===== config.mk =====
export PLATFORM = sky130hd
export DESIGN_NAME = flash_cmd_ctrl
export DESIGN_NICKNAME = d
export VERILOG_FILES = /design/src/rtl/flash_cmd_ctrl.sv
export SDC_FILE = /design/constraint.sdc
export NUM_CORES = 1
export LEC_CHECK = 0
export BUFFER_PORTS_ARGS = -buffer_cell sky130_fd_sc_hd__buf_4
export CAP_MARGIN = 20
export CORE_MARGIN = 3
export CORE_UTILIZATION = 45
export CTS_CLUSTER_DIAMETER = 80
export DETAILED_ROUTE_END_ITERATION = 12
export PLACE_DENSITY = 0.81
export SKIP_CTS_REPAIR_TIMING = 1
export SLEW_MARGIN = 20
export SYNTH_ARGS = -nofsm -noshare
export SYNTH_HDL_FRONTEND = slang
export SYNTH_SLANG_ARGS = --single-unit

===== constraint.sdc =====
create_clock -name clk -period 1.86 [get_ports clk]
set_input_delay 0.093 -clock clk [delete_from_list [all_inputs] [get_ports clk]]
set_output_delay 0.093 -clock clk [all_outputs]
set_load 0.01 [all_outputs]

===== src/rtl/flash_cmd_ctrl.sv =====
module flash_cmd_ctrl #(
  parameter int ADDR_W       = 18,
  parameter int DATA_W       = 16,
  parameter int ERASE_CYCLES = 64,
  parameter int PROG_CYCLES  = 8,
  parameter logic [DATA_W-1:0] MFR_CODE = 16'h00C3,
  parameter logic [DATA_W-1:0] DEV_CODE = 16'h5E21
) (
  input  logic              clk,
  input  logic              rst,
  input  logic              wp_n,
  input  logic [ADDR_W-1:0] host_addr,
  input  logic [DATA_W-1:0] host_wdata,
  input  logic              host_we,
  input  logic              host_re,
  output logic [DATA_W-1:0] host_rdata,
  output logic              host_rvalid,
  output logic              ready_n_busy,
  output logic              arr_req,
  output logic [1:0]        arr_cmd,
  output logic [ADDR_W-1:0] arr_addr,
  output logic [DATA_W-1:0] arr_wdata,
  input  logic              arr_done,
  input  logic [DATA_W-1:0] arr_rdata
);
  localparam int SML_W  = ADDR_W - 6;
  localparam int BIG_W  = ADDR_W - 3;
  localparam int MAXCYC = (ERASE_CYCLES > PROG_CYCLES) ? ERASE_CYCLES : PROG_CYCLES;
  localparam int CNT_W  = $clog2(MAXCYC) + 1;

  typedef enum logic [1:0] {OP_IDLE, OP_RUN, OP_ARR, OP_SUSP} op_t;
  typedef enum logic [1:0] {M_ARRAY, M_STATUS, M_ID} mode_t;
  typedef enum logic [1:0] {P_NONE, P_ERASE, P_PROG} pend_t;

  op_t   op_st;
  mode_t mode;
  pend_t pend;
  logic [CNT_W-1:0]  cnt;
  logic              op_erase;
  logic [ADDR_W-1:0] op_addr, rd_addr;
  logic [DATA_W-1:0] op_data;
  logic              rd_pend;
  logic              esus, psus, eerr, perr;

  wire [7:0] cmd   = host_wdata[7:0];
  wire       ready = (op_st == OP_IDLE) || (op_st == OP_SUSP);
  wire [DATA_W-1:0] sr_word = {{(DATA_W-8){1'b0}}, ready, esus, eerr, perr, 1'b0, psus, 2'b00};

  function automatic logic [ADDR_W-1:0] base_of(input logic [ADDR_W-1:0] a);
    if (a[ADDR_W-1 -: 3] == 3'b111) return {a[ADDR_W-1:SML_W], {SML_W{1'b0}}};
    return {a[ADDR_W-1:BIG_W], {BIG_W{1'b0}}};
  endfunction

  function automatic logic locked(input logic [ADDR_W-1:0] a, input logic wp);
    return (a[ADDR_W-1 -: 5] == 5'b11111) && !wp;
  endfunction

  assign ready_n_busy = ready;
  assign arr_req   = (op_st == OP_ARR) || rd_pend;
  assign arr_cmd   = (op_st == OP_ARR) ? (op_erase ? 2'd2 : 2'd1) : 2'd0;
  assign arr_addr  = (op_st == OP_ARR) ? op_addr : rd_addr;
  assign arr_wdata = op_data;

  always_ff @(posedge clk) begin
    if (rst) begin
      op_st <= OP_IDLE;  mode <= M_ARRAY;  pend <= P_NONE;
      cnt <= '0;  op_erase <= 1'b0;  op_addr <= '0;  op_data <= '0;
      rd_addr <= '0;  rd_pend <= 1'b0;  host_rvalid <= 1'b0;  host_rdata <= '0;
      esus <= 1'b0;  psus <= 1'b0;  eerr <= 1'b0;  perr <= 1'b0;
    end else begin
      host_rvalid <= 1'b0;

      case (op_st)
        OP_RUN:  if (cnt == '0) op_st <= OP_ARR; else cnt <= cnt - 1'b1;
        OP_ARR:  if (arr_done) op_st <= OP_IDLE;
        default: ;
      endcase

      if (rd_pend && arr_done) begin
        rd_pend     <= 1'b0;
        host_rvalid <= 1'b1;
        host_rdata  <= arr_rdata;
      end

      if (host_re && !rd_pend) begin
        if (!ready || mode == M_STATUS) begin
          host_rvalid <= 1'b1;
          host_rdata  <= sr_word;
        end else if (mode == M_ID) begin
          host_rvalid <= 1'b1;
          host_rdata  <= (host_addr == ADDR_W'(0)) ? MFR_CODE :
                         (host_addr == ADDR_W'(1)) ? DEV_CODE : '0;
        end else begin
          rd_pend <= 1'b1;
          rd_addr <= host_addr;
        end
      end

      if (host_we) begin
        if (pend == P_ERASE) begin
          pend <= P_NONE;
          mode <= M_STATUS;
          if (cmd != 8'hD0) begin
            eerr <= 1'b1;
            perr <= 1'b1;
          end else if (locked(host_addr, wp_n)) begin
            eerr <= 1'b1;
          end else begin
            op_st    <= OP_RUN;
            op_erase <= 1'b1;
            op_addr  <= base_of(host_addr);
            cnt      <= CNT_W'(ERASE_CYCLES - 1);
          end
        end else if (pend == P_PROG) begin
          pend <= P_NONE;
          mode <= M_STATUS;
          if (locked(host_addr, wp_n)) begin
            perr <= 1'b1;
          end else begin
            op_st    <= OP_RUN;
            op_erase <= 1'b0;
            op_addr  <= host_addr;
            op_data  <= host_wdata;
            cnt      <= CNT_W'(PROG_CYCLES - 1);
          end
        end else begin
          case (op_st)
            OP_RUN: begin
              if (cmd == 8'hB0) begin
                op_st <= OP_SUSP;
                cnt   <= cnt;
                mode  <= M_STATUS;
                if (op_erase) esus <= 1'b1; else psus <= 1'b1;
              end else if (cmd == 8'h70) begin
                mode <= M_STATUS;
              end
            end
            OP_SUSP: begin
              if (cmd == 8'hD0) begin
                op_st <= OP_RUN;
                esus  <= 1'b0;
                psus  <= 1'b0;
                mode  <= M_STATUS;
              end else if (cmd == 8'h70) begin
                mode <= M_STATUS;
              end else if (!op_erase && cmd == 8'hFF) begin
                mode <= M_ARRAY;
              end else if (!op_erase && cmd == 8'h90) begin
                mode <= M_ID;
              end
            end
            OP_IDLE: begin
              case (cmd)
                8'hFF:        mode <= M_ARRAY;
                8'h70:        mode <= M_STATUS;
                8'h90:        mode <= M_ID;
                8'h50:        begin eerr <= 1'b0; perr <= 1'b0; end
                8'h20:        pend <= P_ERASE;
                8'h40, 8'h10: pend <= P_PROG;
                default: ;
              endcase
            end
            default: ;
          endcase
        end
      end
    end
  end

  p_req_hold_r3: assert property (@(posedge clk) disable iff (rst)
    arr_req && !arr_done |=> arr_req);

  p_susp_frozen_r6: assert property (@(posedge clk) disable iff (rst)
    (op_st == OP_SUSP) && ($past(op_st) == OP_SUSP) |-> $stable(cnt));

  p_one_susp_r6: assert property (@(posedge clk) disable iff (rst)
    !(esus && psus));

  p_resume_busy_r7: assert property (@(posedge clk) disable iff (rst)
    ($fell(esus) || $fell(psus)) |-> !ready_n_busy);

  p_lock_r10: assert property (@(posedge clk) disable iff (rst)
    (op_st == OP_RUN) && ($past(op_st) == OP_IDLE) |->
      !(($past(wp_n) == 1'b0) && (op_addr[ADDR_W-1 -: 5] == 5'b11111)));

  p_err_clear_r13: assert property (@(posedge clk) disable iff (rst)
    $fell(eerr) |-> $past(host_we && host_wdata[7:0] == 8'h50 && op_st == OP_IDLE && pend == P_NONE));
endmodule


Yosys cells after proc, flatten, opt, wreduce, memory -nomap -nowiden
Cells that the tools add are included.
W data, S select, Z words.

word-level totals
  bits in registers = 88
  input port bits = 56
  output and inout port bits = 55
  word-level logic and storage cells = 173

cells by class
  add/subtract/negate cells = 1
  equality and inequality tests = 33
  mux-type cells = 86
  bitwise gates (word level) = 5
  reduce and logical (&&, ||, !) cells = 33

operator list
  kind                   number
  $mux W18               8
  $mux W7                10
  $mux W16               4
  $mux W2                22
  $mux W1                33
  $eq A8 B8 Y1 const B   4
  $mux W15               2
  $eq A8 B7 Y1 const B   3
  $eq A18 B1 Y1 const B  1
  $logic_not A18 Y1      1
  $reduce_and A5 Y1      3
  $reduce_and A7 Y1      2
  $pmux W2 S2            3
  $pmux W2 S3            2
  $ne A2 B2 Y1 const B   5
  $ne A5 B5 Y1 const B   2
  $eq A2 B2 Y1 const B   4
  $eq A8 B5 Y1 const B   1
  $eq A8 B6 Y1 const B   1
  $ne A8 B8 Y1 const B   1
  $reduce_and A4 Y1      2
  $reduce_bool A2 Y1     4
  $logic_not A7 Y1       1
  $ne A7 B1 Y1 const B   1
  other kinds (19)       38

Depth between registers and ports, before layout
Gate-level depths: netlist (run 1).

  word-level depth = 11
  gate-level depth with buffers = 9
  gate-level depth less buffers = 7

Least setup slack after synthesis (run 1)
Ideal clock, no wire load.

  kind = register to register
  start = register op_st[1]
  end = register rd_addr[10]
  setup time = 0.128 ns
  arrival time = 1.922 ns
  required time = 1.732 ns
  path slack = -0.190 ns
  stages on the path, launching flop included = 9
  path buffers = 2
  clock period less this slack = 2.050 ns
  cell sequence = dfxtp_1 -> inv_1 -> ha_1 -> nor2_1 -> nand3_1 -> clkbuf_1 -> buf_2 -> mux2i_1 -> nor2_1

on the way
  word-level cells in the longest chain between the ends = 6
  elaborated cells between the ends (all ways) = 7
  those cells by class = 1 x eq/ne; 1 x bitwise; 5 x reduce/logical

ends and longest elaborated chain
  element                                                  RTL line  RTL
  start, declared                                          35        op_t op_st;
  start signal, assigned                                   66        op_st <= OP_IDLE; mode <= M_ARRAY; pend <= P_NONE;
  start signal, assigned                                   74        OP_RUN: if (cnt == '0) op_st <= OP_ARR; else cnt <= cnt - 1'b1;
  start signal, assigned                                   75        OP_ARR: if (arr_done) op_st <= OP_IDLE;
  $eq A2 B2 Y1 / $logic_not A2 Y1 (equally long branches)  46        wire ready = (op_st == OP_IDLE) || (op_st == OP_SUSP);
  $logic_or A1 B1 Y1 (*)                                   46
  $logic_not A1 Y1 (*)                                     86        if (!ready || mode == M_STATUS) begin
  $logic_or A1 B1 Y1 (*)                                   86
  $not A1 Y1 (no source line) (*)                          n/a
  $reduce_and A3 Y1 (no source line) (*)                   n/a
  end signal, assigned                                     95        rd_addr <= host_addr;
  end, declared                                            40        logic [ADDR_W-1:0] op_addr, rd_addr;

Every way passes the cells marked *; elsewhere a longest branch is shown, timed or not.
A chain may end at the register's enable or synchronous reset.

Worst setup path in the final report (run 1)
  start = register pend[0]
  end = register cnt[1]

on the way
  word-level cells in the longest chain between the ends = 4
  elaborated cells between the ends (all ways) = 6
  those cells by class = 3 x eq/ne; 3 x mux

ends and longest elaborated chain
  element                 RTL line  RTL
  start, declared         37        pend_t pend;
  start signal, assigned  66
  start signal, assigned  101       pend <= P_NONE;
  start signal, assigned  115       pend <= P_NONE;
  $eq A2 B2 Y1            114       end else if (pend == P_PROG) begin
  $mux W7                 114
  $mux W7                 100       if (pend == P_ERASE) begin
  $mux W7                 99        if (host_we) begin
  end signal, assigned    112       cnt <= CNT_W'(ERASE_CYCLES - 1);
  end signal, assigned    124       cnt <= CNT_W'(PROG_CYCLES - 1);
  end signal, assigned    131       cnt <= cnt;
  end, declared           38        logic [CNT_W-1:0] cnt;

Parallel ways exist; a longest one is shown, timed or not.

==> flow_summary.json, run 1 <==
{
  "synth.net_count": 585,
  "grt_pass1_wl_um": 19460,
  "fmax_mhz": 546.0,
  "cp.required_ns": 2.16,
  "status": "finished, violations left",
  "syn_to_final_growth_pct": 35.49,
  "powerDensity_mw_per_mm2": 659.5,
  "worst-path-max-fanout": 4,
  "final.min_clock_period_ns": 1.831,
  "grt_setup_unrepaired": "yes",
  "cts_max_level": 3,
  "hold_viol": 17,
  "drt_pass1_iterations": 5,
  "ys_types": 58,
  "drc": 0,
  "rows": 35,
  "reg2reg_depth": 7,
  "path_depth": 7,
  "place_congestion": 0.9278,
  "cellLeakagePower_uw": 0.002498,
  "synth_flop_cell": "dfxtp_1",
  "crit_arrival_ns": 2.13,
  "fin_util_pct": 63.46,
  "failed_checks": "hold timing",
  "overflow": 0,
  "tightest_slew_ns": 0.5057,
  "whs_ns": -0.02817,
  "hp-class": "in2reg",
  "cp_slowest_stage_delay_ns": 0.36,
  "finalSetupViolCount": 0,
  "num-nets-final": 725,
  "slew_viol_final": 0,
  "cts_buffer_depth": 2,
  "portBuffers": 110,
  "synth.top_cells.by_area": "dfxtp_1, mux2i_1, a21oi_1",
  "synth_edf_count": 0,
  "antenna_found_initial": 0,
  "ys_ff_latch": 88,
  "start_util_pct": 46.84,
  "slew-limit-headroom_pct": 66.29,
  "grt_pass1_vias": 4202,
  "syn_area_per_cell_sq_um": 8.425,
  "wl_per_cell_um": 15.51,
  "n_fill_cell": 782,
  "ioPinCount": 111,
  "cts_tree": "done",
  "first_iter_violations": 270,
  "irDropWorstVdd_v": 0.0004683,
  "crit_buf_inv": 1,
  "synthArstFlopShare_pct": 0,
  "cts_buffers": 9,
  "fin_crit_sh_pct": 98.46,
  "synthCells": 521,
  "cts_sinks": 88,
  "end_kind": "flip-flop",
  "viasPerCell": 5.431,
  "grt_max_degree": 50,
  "drt_wl_total_um": 12330,
  "clock_latency_ns": 0.37,
  "die_w_um": 104.8,
  "dr_total_vias": 4318,
  "core_area_sq_mm": 0.009371,
  "dieArea_sq_mm": 0.01097,
  "diodes": 0,
  "grt.total_usage_pct": 21.26,
  "critPathKind": "reg2reg",
  "yosysMostFrequentCell": "dfxtp_1",
  "drv_cap": 0,
  "power_uw": 3922,
  "cp-start-kind": "flip-flop",
  "path_cells": "inv_1 -> ha_1 -> nor3b_1 -> nand4_1 -> and3_1 -> mux2_2 -> a21oi_1",
  "layout-drive-gt1-share_pct": 30.93,
  "die_h_um": 104.8,
  "slowest_stage": "dfxtp_1",
  "synth.top_cells.by_count": "dfxtp_1, nand2_1, a21oi_1, nor2_1, mux2i_1",
  "worstHoldPathCells": 3,
  "synth_top_area_share_pct": 40.14,
  "yosys_warnings": 0,
  "root_buffer": "clkbuf_8",
  "clkTransAtPathRegs_ns": 0.10,
  "finClkSkew_ns": 0.01600,
  "synth.largest_area_cell": "dfxtp_1",
  "cp_top_family": "simple AND/OR/NAND/NOR gates",
  "dp.final_hpwl_um": 8807,
  "antenna_left": 0,
  "syn_area_sq_mm": 0.004389,
  "ys_seq_area_share_pct": 40.14
}
power by group:
part           total, uW  internal [uW]  switching (uW)
sequential          1960           1930            27.4
clock               1430            679             754
combinational        530            274             256
total               3920           2880            1040
worst register-to-register path, stage by stage (launching register included):
cell and delay [ns]:
dfxtp_1 0.36, inv_1 0.05, ha_1 0.23, nor3b_1 0.30
nand4_1 0.18, and3_1 0.25, mux2_2 0.27, a21oi_1 0.13
sequential cells by signal, summed over array words and instances (netlist names):
register / flops
host_rdata: 16
cnt: 7
op_st: 2
pend: 2
arr_wdata: 16
psus: 1
rd_addr: 18
host_rvalid: 1
rd_pend: 1
perr: 1
mode: 2
op_erase: 1
eerr: 1
esus: 1
op_addr: 18
area by class of cell:
type	instances	area, sq um	share of cell area (%)
tap	129	161.4	2.714
multi-input combinational	383	2442	41.07
timing repair buffer	162	1304	21.92
clock inverter	6	75.07	1.262
clock buffer	10	137.6	2.314
sequential	88	1763	29.64
inverter	17	63.81	1.073
cells in the final DEF (no fill, tap or decap), types with 4 or more instances in the layout:
| master | synthesis | routed |
|---|---|---|
| buf_4 | 1 | 145 |
| nor3_1 | 18 | 17 |
| a21oi_1 | 55 | 54 |
| nor4_1 | 8 | 8 |
| o21ai_0 | 17 | 17 |
| nand3_1 | 17 | 17 |
| a31oi_1 | 4 | 4 |
| nand2_1 | 69 | 68 |
| ha_1 | 8 | 5 |
| inv_1 | 16 | 16 |
| mux2_2 | 24 | 24 |
| nor2_1 | 47 | 47 |
| dfxtp_1 | 88 | 87 |
| xnor2_1 | 4 | 4 |
| nand4_1 | 6 | 6 |
| mux2i_1 | 30 | 30 |
| dlygate4sd3_1 | 0 | 13 |
| a22oi_1 | 13 | 13 |
| clkbuf_8 | 0 | 10 |
| nand2b_1 | 5 | 5 |
per-stage QoR:
stage | setup slack [ns] | hold WS, ns | cell area [sq um] | cells | TNS (ns)
finish | 0.02857 | -0.02817 | 5947 | 795 | 0
CTS | -0.03180 | -0.03679 | 5733 | 781 | -0.3728
floorplan | 0.02789 | 0.2290 | 4394 | 521 | 0
detailed placement | -0.07636 | 0.3516 | 5520 | 765 | -0.1310
global route | -0.09933 | -0.0009202 | 5947 | 795 | -0.4769
global placement | -0.05800 | 0.3401 | 5520 | 765 | -0.07918
final timing paths:
kind,start,slack (ns),end
worst max-delay path,pend[0],0.03,cnt[1]
worst min-delay path,host_addr[4],-0.03,rd_addr[4]
worst max register to register,pend[0],0.03,cnt[1]
worst min register to register,arr_wdata[2],0.46,arr_wdata[2]
logic make-up (layout without fill, tap and decap cells):
logic type | count (synthesis) | in the layout | share of synthesized area, %
AOI/OAI and AO/OA | 120 | 120 | 17.10
xor gates and xnor gates | 6 | 6 | 1.197
adders and majority gates | 9 | 9 | 2.509
buffers and inverters | 50 | 195 | 5.046
DFF | 88 | 88 | 40.14
muxes | 54 | 54 | 13.00
and+or+nand+nor | 194 | 194 | 21.01
per-layer routing:
metal / GRT usage (%) / up-vias / share of wire (%)
li1: - / 2128 / -
met4: 7.873 / 0 / 1.8
met3: 4.200 / 20 / 5.8
met5: 0 / - / 0
met2: 35.88 / 158 / 49
met1: 26.83 / 2012 / 44
No activity file was read; power rests on OpenSTA's default activity.
==> run 2: changes to the inputs <==
--- a/config.mk
+++ b/config.mk
@@ -12,8 +12,10 @@
 export CTS_CLUSTER_DIAMETER = 80
 export DETAILED_ROUTE_END_ITERATION = 12
 export PLACE_DENSITY = 0.81
+export REMOVE_ABC_BUFFERS = 1
 export SKIP_CTS_REPAIR_TIMING = 1
 export SLEW_MARGIN = 20
 export SYNTH_ARGS = -nofsm -noshare
 export SYNTH_HDL_FRONTEND = slang
 export SYNTH_SLANG_ARGS = --single-unit
+export TNS_END_PERCENT = 10
==> run 2 against run 1 <==
The run ends with hold timing, setup timing left. Design area rose by 2.0%. Die area did not move. Combinational power rose by 2%. Worst setup slack got worse by 0.099 ns. Fmax fell by 5.1%. Clock skew fell by 0.0056 ns. Wire length rose by 3.9%. Worst hold slack improved by 0.0091 ns. Clock-buffer cell count fell by 1.
==> flow_summary.json, run 2 (synthesized netlist as in run 1, its figures left out) <==
{
  "dr.max_layer_used": "met4",
  "layout_commonest_cell": "buf_4",
  "fin_util_pct": 64.71,
  "start_util_pct": 46.84,
  "critPathKind": "reg2reg",
  "setup_slack_ns": -0.07055,
  "place_congestion": 0.9116,
  "syn_to_final_growth_pct": 38.17,
  "cp_slowest_stage_delay_ns": 0.35,
  "reg2reg_depth": 7,
  "clkTransAtPathRegs_ns": 0.10,
  "final_cell_mix": "buf_4, dfxtp_1, nand2_1",
  "tightest_slew_ns": 0.4964,
  "cts_sinks": 88,
  "internal_power_uw": 2864,
  "finalSetupViolCount": 1,
  "powerDensity_mw_per_mm2": 648.1,
  "worst-path-max-fanout": 4,
  "grt_setup_unrepaired": "yes",
  "timing.rr.end": "cnt[1]",
  "grt_pass1_wl_um": 19900,
  "slowest_stage": "nor3b_1",
  "cts_buffers": 9,
  "power_frac_seq_pct": 49.8,
  "first_iter_violations": 364,
  "cp-endpoint": "cnt[1]",
  "cts_max_level": 3,
  "crit_buf_inv": 1,
  "cp.required_ns": 2.16,
  "status": "finished, violations left",
  "whs_ns": -0.01906,
  "slew-limit-headroom_pct": 66.65,
  "path_depth": 7,
  "antenna_found_initial": 0,
  "irDropWorstVdd_v": 0.0005082,
  "fin_area_sq_mm": 0.006065,
  "swShare_pct": 27.12,
  "cp_top_family": "simple AND/OR/NAND/NOR gates",
  "drt_pass1_iterations": 5,
  "met3_length_um": 814,
  "cellLeakagePower_uw": 0.002554,
  "slew_viol_final": 0,
  "reg2reg_slack_ns": -0.07,
  "placed_cell_area_sq_mm": 0.005559,
  "reg2reg_from": "pend[1]",
  "fmax_mhz": 518.0,
  "routed-wl-met2_um": 6447,
  "grt_max_degree": 77,
  "power_frac_clock_pct": 36.4,
  "portBuffers": 110,
  "antenna_left": 0,
  "die_h_um": 104.8,
  "grt.total_usage_pct": 21.74,
  "dp.final_hpwl_um": 8855,
  "drc": 0,
  "fin_crit_sh_pct": 103.8,
  "p_sw_uw": 1066,
  "final.min_clock_period_ns": 1.931,
  "dieArea_sq_mm": 0.01097,
  "core_area_sq_mm": 0.009371,
  "layout-drive-gt1-share_pct": 31.40,
  "path_cells": "inv_1 -> ha_1 -> nor3b_1 -> nand4_1 -> and3_1 -> mux2_2 -> a21oi_1",
  "pwr-share-comb_pct": 13.7,
  "end_kind": "flip-flop",
  "crit_path_start": "pend[1]",
  "root_buffer": "clkbuf_8",
  "failed_checks": "hold timing, setup timing",
  "ioPinCount": 111,
  "cts_buffer_depth": 2,
  "dr_total_vias": 4537,
  "overflow": 0,
  "m1WireLength_um": 5230,
  "diodes": 0,
  "viasPerCell": 5.664,
  "cts_tree": "done",
  "rows": 35,
  "cp-start-kind": "flip-flop",
  "hp-class": "in2reg",
  "hold_viol": 17,
  "drt_wl_total_um": 12820,
  "clock_latency_ns": 0.37,
  "drv_cap": 0,
  "finClkSkew_ns": 0.01044,
  "num-nets-final": 731,
  "die_w_um": 104.8,
  "crit_arrival_ns": 2.23,
  "reg_top3": "op_addr: 18 flops, rd_addr: 18 flops",
  "wl_per_cell_um": 16.00,
  "grt_pass1_vias": 4208
}
[run 2: power by group through the flow]
stage                     sequential, uW  clock, uW  combinational, uW
after floorplan                     2000          0                207
after global placement              2000          0                489
after detailed placement            2000          0                503
after CTS                           1960       1440                506
after global routing                1960       1520                583
final                               1960       1430                540
[run 2: worst min path at each step]
stage	from	end	slack, ns	cells after the start
floorplan	rst	arr_wdata[0]	0.16	1
global placement	host_wdata[12]	arr_wdata[12]	0.34	3
detailed placement	host_wdata[8]	arr_wdata[8]	0.35	3
CTS	host_wdata[8]	arr_wdata[8]	-0.03	3
global route	arr_rdata[3]	host_rdata[3]	-0.001	3
finish	host_addr[6]	op_addr[6]	-0.02	3
[run 2: area by class of cell]
class                      count  area [sq um]
inverter                      17         68.82
timing repair buffer         168          1374
clock inverter                 7         86.33
tap                          129         161.4
multi-input combinational    383          2487
clock buffer                   9         123.9
fill                         776          3307
sequential                    88          1763
[run 2: worst min-delay path, stage by stage]
cell     delay [ns]
buf_4          0.09
a22oi_1        0.06
nor2_1         0.08
[run 2: metrics by stage]
step / hold slack (ns) / TNS, ns / setup slack (ns) / cells / power, uW
2_1_floorplan: 0.1621 / -3.361 / -0.1803 / 488 / 2211
3_3_place_gp: 0.3403 / -0.07893 / -0.02962 / 769 / 2485
3_5_place_dp: 0.3509 / -0.1483 / -0.05134 / 769 / 2504
4_1_cts: -0.03328 / -1.876 / -0.1049 / 785 / 3905
5_1_grt: -0.001261 / -0.8716 / -0.1385 / 801 / 4071
6_report: -0.01906 / -0.07055 / -0.07055 / 801 / 3930
[run 2: metal layers]
layer,vias up,global-route usage (%)
met5,-,0
li1,2146,-
met2,194,37.35
met3,35,4.015
met4,0,8.622
met1,2162,26.82
